$ cat config.mk
export PLATFORM = sky130hd
export DESIGN_NAME = radio_irq_ctrl
export DESIGN_NICKNAME = d
export VERILOG_FILES = /design/src/rtl/radio_irq_pkg.sv /design/src/rtl/radio_irq_flags.sv /design/src/rtl/radio_irq_fsm.sv /design/src/rtl/radio_irq_ctrl.sv
export SDC_FILE = /design/constraint.sdc
export NUM_CORES = 1
export LEC_CHECK = 0
export BUFFER_PORTS_ARGS = -buffer_cell sky130_fd_sc_hd__buf_2
export CAP_MARGIN = 20
export CORE_UTILIZATION = 35
export CTS_BUF_LIST = sky130_fd_sc_hd__clkbuf_16
export CTS_CLUSTER_DIAMETER = 200
export CTS_CLUSTER_SIZE = 10
export DETAILED_ROUTE_END_ITERATION = 7
export GPL_ROUTABILITY_DRIVEN = 0
export PLACE_DENSITY = 0.65
export REMOVE_ABC_BUFFERS = 1
export SYNTH_ARGS = -nofsm -noshare
export SYNTH_HDL_FRONTEND = slang
export SYNTH_HIERARCHICAL = 1
export SYNTH_SLANG_ARGS = --single-unit
export TNS_END_PERCENT = 5
$ cat constraint.sdc
create_clock -name clk -period 1.4 [get_ports clk]
set_input_delay 0.14 -clock clk [delete_from_list [all_inputs] [get_ports clk]]
set_output_delay 0.14 -clock clk [all_outputs]
set_load 0.05 [all_outputs]
$ cat src/rtl/radio_irq_pkg.sv
package radio_irq_pkg;
    localparam int unsigned NUM_SRC    = 3;
    localparam int unsigned PIPE_W     = 3;
    localparam int unsigned DATA_W     = 8;
    localparam int unsigned PIPE_LSB   = 4;

    localparam int unsigned SRC_TX     = 0;
    localparam int unsigned SRC_RX     = 1;
    localparam int unsigned SRC_RETRY  = 2;

    localparam logic ADDR_STATUS = 1'b0;
    localparam logic ADDR_MASK   = 1'b1;

    typedef enum logic {
        IRQ_IDLE = 1'b0,
        IRQ_FIRE = 1'b1
    } irq_state_t;
endpackage

$ cat src/rtl/radio_irq_flags.sv
module radio_irq_flags
    import radio_irq_pkg::*;
#(
    parameter int unsigned N = NUM_SRC
) (
    input  logic         clk,
    input  logic         rst_n,
    input  logic [N-1:0] ev,
    input  logic [N-1:0] clr,
    output logic [N-1:0] flags
);
    for (genvar i = 0; i < N; i++) begin : g_flag
        always_ff @(posedge clk or negedge rst_n) begin
            if (!rst_n) begin
                flags[i] <= 1'b0;
            end else if (ev[i]) begin
                flags[i] <= 1'b1;
            end else if (clr[i]) begin
                flags[i] <= 1'b0;
            end
        end
    end
endmodule

$ cat src/rtl/radio_irq_fsm.sv
module radio_irq_fsm
    import radio_irq_pkg::*;
#(
    parameter int unsigned PW = PIPE_W
) (
    input  logic          clk,
    input  logic          rst_n,
    input  logic          pending,
    input  logic [PW-1:0] pipe_in,
    output logic          irq_n,
    output logic          fall,
    output logic [PW-1:0] pipe_q
);
    irq_state_t state_q, state_d;

    always_comb begin
        state_d = state_q;
        unique case (state_q)
            IRQ_IDLE: if (pending)  state_d = IRQ_FIRE;
            IRQ_FIRE: if (!pending) state_d = IRQ_IDLE;
            default:                state_d = IRQ_IDLE;
        endcase
    end

    always_ff @(posedge clk or negedge rst_n) begin
        if (!rst_n) begin
            state_q <= IRQ_IDLE;
        end else begin
            state_q <= state_d;
        end
    end

    always_ff @(posedge clk or negedge rst_n) begin
        if (!rst_n) begin
            pipe_q <= '0;
        end else if (fall) begin
            pipe_q <= pipe_in;
        end
    end

    always_comb begin
        irq_n = 1'b1;
        fall  = 1'b0;
        unique case (state_q)
            IRQ_IDLE: begin
                irq_n = 1'b1;
                fall  = pending;
            end
            IRQ_FIRE: begin
                irq_n = 1'b0;
                fall  = 1'b0;
            end
            default: begin
                irq_n = 1'b1;
                fall  = 1'b0;
            end
        endcase
    end
endmodule

$ cat src/rtl/radio_irq_ctrl.sv
module radio_irq_ctrl
    import radio_irq_pkg::*;
(
    input  logic              clk,
    input  logic              rst_n,
    input  logic              ev_tx_done,
    input  logic              ev_rx_ready,
    input  logic              ev_max_retry,
    input  logic [PIPE_W-1:0] rx_pipe,
    input  logic              reg_addr,
    input  logic              reg_wr,
    input  logic [DATA_W-1:0] reg_wdata,
    input  logic              reg_rd,
    output logic [DATA_W-1:0] reg_rdata,
    output logic              rd_unreliable,
    output logic              irq_n
);
    localparam int unsigned PAD_HI = DATA_W - PIPE_LSB - PIPE_W;
    localparam int unsigned PAD_MID = PIPE_LSB - NUM_SRC;

    logic [NUM_SRC-1:0] ev_vec;
    logic [NUM_SRC-1:0] clr_vec;
    logic [NUM_SRC-1:0] flags;
    logic [NUM_SRC-1:0] mask_q;
    logic               pending;
    logic               fall;
    logic [PIPE_W-1:0]  pipe_q;

    always_comb begin
        ev_vec            = '0;
        ev_vec[SRC_TX]    = ev_tx_done;
        ev_vec[SRC_RX]    = ev_rx_ready;
        ev_vec[SRC_RETRY] = ev_max_retry;
    end

    assign clr_vec = (reg_wr && reg_addr == ADDR_STATUS) ? reg_wdata[NUM_SRC-1:0] : '0;

    always_ff @(posedge clk or negedge rst_n) begin
        if (!rst_n) begin
            mask_q <= '0;
        end else if (reg_wr && reg_addr == ADDR_MASK) begin
            mask_q <= reg_wdata[NUM_SRC-1:0];
        end
    end

    assign pending = |(flags & ~mask_q);

    radio_irq_flags #(.N(NUM_SRC)) u_flags (
        .clk   (clk),
        .rst_n (rst_n),
        .ev    (ev_vec),
        .clr   (clr_vec),
        .flags (flags)
    );

    radio_irq_fsm #(.PW(PIPE_W)) u_fsm (
        .clk     (clk),
        .rst_n   (rst_n),
        .pending (pending),
        .pipe_in (rx_pipe),
        .irq_n   (irq_n),
        .fall    (fall),
        .pipe_q  (pipe_q)
    );

    always_comb begin
        if (reg_addr == ADDR_MASK) begin
            reg_rdata = {{(DATA_W-NUM_SRC){1'b0}}, mask_q};
        end else begin
            reg_rdata = {{PAD_HI{1'b0}}, pipe_q, {PAD_MID{1'b0}}, flags};
        end
    end

    assign rd_unreliable = reg_rd && fall;
endmodule


==> flow_summary.ini <==
[outcome]
status = complete, but fails checks
violations = setup timing

[timing]
rsz0062_at_grt = yes
fin_crit_sh_pct = 102
fmax_ghz = 0.699
timing.hold.ws_ns = 0.0840
drv_slew = 0
timing.final.ws_setup_ns = -0.0309
setup_viol = 1
fin_skew_ns = 0.00142
period_needed_ns = 1.43
hold_viol = 0

[grt]
top_usage_layer = met2
grt_use_met1_pct = 18.8
met2_usage_pct = 20.3
grt_pass1_vias = 359
antenna_found_initial = 0
grt_max_degree = 11
met3_usage_pct = 3.26
grt_use_total_pct = 14.3
grt_pass1_wl_um = 1490
grt_overflow_total = 0

[cells_and_area]
nets = 94
final_common_cell = buf_2
diodes = 0
area_growth_pct = 45.4
fin_cells = 88
mostFrequentLayoutCells = buf_2, dfrtp_1, mux2_4
drive_above_1_share_pct = 56.2
design_area_um2 = 777

[synth]
ys_types = 16
yosysWarnings = 6
synth_area_um2 = 534
syn_avg_cell_area_um2 = 11.6
synth_cells = 46
ys_seq_area_share_pct = 46.8
ys_ff_latch = 10

[setup_path]
path_max_fanout = 2
path_cells = o221ai_2 -> nor2b_4 -> and2_4 -> buf_8
crit_buf_inv = 1
r2r-start = mask_q[1]
path_delay_family = flip-flops
startpoint = mask_q[1]
r2r_cells = 4
critical_path.max_stage_delay_ns = 0.39
rr_endpoint = u_fsm/pipe_q[1]
r2r_setup_slack_ns = 0.07
crit_cells = 4
cp.required_ns = 1.26
crit_end = rd_unreliable
critPathArrivalTime_ns = 1.29
slowest_stage = dfrtp_1
worstSetupEndpointType = output port
cp-start-kind = flip-flop
crit_type = reg2out

[route]
drt-initial-drc-count = 4
wl_per_cell_um = 11.4
route.detailed.drc = 0
ant_nets = 0
viasPerCell = 4.58
routed_wl_um = 1000
drtPass1Iterations = 4
vias = 403

[clock_tree]
cts.reportedPaths.clkPinSlew_ns = 0.04
cts_tree = built
numCtsBuffers = 3
clk_path_buf_depth = 2
numClockSinks = 10
clockRootBuffer = clkbuf_16
htree_levels = 1
clk_latency_ns = 0.23

[floorplan]
dieArea_um2 = 1690
die_h_um = 41.1
die_x_um = 41.1
initial_core_util_pct = 39.1
rows = 13
io_pins = 29
coreArea_um2 = 1370

[placement]
placed_cell_area_um2 = 658
post-place-ws_ns = -0.00203
dp_cells = 83
io_buffers = 21
dp_hpwl_um = 715

[flow_run]
cap_viol_max_count = 0

[hold_path]
hp-class = in2reg

[power_and_ir_drop]
leakage_nw = 0.411
peakVddDrop_v = 0.000737
power_per_cell_area_nw_per_um2 = 1680
[synth_stat cells]
| cell | number | area [um^2] |
|---|---|---|
| conb_1 | 1 | 3.75 |
| dfrtp_1 | 10 | 250 |
| and2_1 | 4 | 25.0 |
| o21ai_0 | 2 | 10.0 |
| nor2b_4 | 1 | 13.8 |
| a21o_1 | 3 | 22.5 |
| mux2_4 | 6 | 90.1 |
| nor2b_1 | 4 | 25.0 |
| mux2_2 | 1 | 11.3 |
| nand2_4 | 1 | 11.3 |
| buf_6 | 1 | 11.3 |
| buf_4 | 2 | 15.0 |
| inv_1 | 6 | 22.5 |
| nand2b_1 | 1 | 6.26 |
| o221ai_1 | 1 | 8.76 |
| nand2_1 | 2 | 7.51 |
[report_power, final]
part           internal [W]  switching, W
combinational      0.000193      0.000240
sequential         0.000356     0.0000356
clock              0.000369      0.000115
total              0.000917      0.000390
[per-layer routing]
layer / wire length, um / share of wire (%) / up-vias
li1: - / - / 203
met1: 491 / 49 / 185
met2: 455 / 45 / 13
met3: 42 / 4.2 / 2
met4: 12 / 1.2 / 0
met5: 0 / 0 / -
[flip-flops by register name, summed over array words and instances (netlist names)]
signal         flops
u_fsm/state_q      1
mask_q             3
u_fsm/pipe_q       3
u_flags/flags      3
[cells by family after synthesis]
family	count (synthesis)	share of synthesized area [%]
AO/OA/AOI/OAI	6	7.73
buffers and inverters	9	9.13
multiplexers	7	19.0
flip-flops	10	46.8
other	1	0.702
AND/OR/NAND/NOR	13	16.6
[final cells by class]
cell class,instances,area [um^2]
timing repair buffer,26,155
sequential,10,250
tap,15,18.8
fill,122,589
multi-input combinational,28,255
inverter,6,22.5
clock buffer,3,75.1
[how the worst min path moves through the flow]
stage | start | cells past startpoint | to
4_1_cts | ev_tx_done | 2 | u_flags/flags[0]
5_1_grt | ev_tx_done | 2 | u_flags/flags[0]
3_5_place_dp | rst_n | 1 | u_fsm/pipe_q[2]
2_1_floorplan | rst_n | 0 | mask_q[0]
6_report | ev_tx_done | 2 | u_flags/flags[0]
3_3_place_gp | rst_n | 1 | u_fsm/pipe_q[2]
[stage by stage]
step | total power (W) | setup TNS (ns) | utilization (%)
4_1_cts | 0.00132 | -0.0356 | 56.9
3_3_place_gp | 0.000798 | 0 | 48.2
3_5_place_dp | 0.000802 | -0.00203 | 48.2
5_1_grt | 0.00137 | -0.0880 | 56.9
2_1_floorplan | 0.000698 | -0.387 | -
6_report | 0.00131 | -0.0309 | 56.9
[what timing repair did]
action | 4_1_cts | 5_1_grt
buffers inserted | 1 | 0
hold endpoints to repair | 10 | 0
pin swaps | 1 | 0
resized for setup | 6 | 1
hold buffers | 1 | 0
endpoints found under the setup margin | 1 | 1
[worst register-to-register path, stage by stage (launching register included)]
cell and delay (ns):
dfrtp_1 0.39, o221ai_2 0.20, nor2b_4 0.18, buf_4 0.14, mux2_4 0.29
Note: power is estimated with default switching activity, not from simulation.
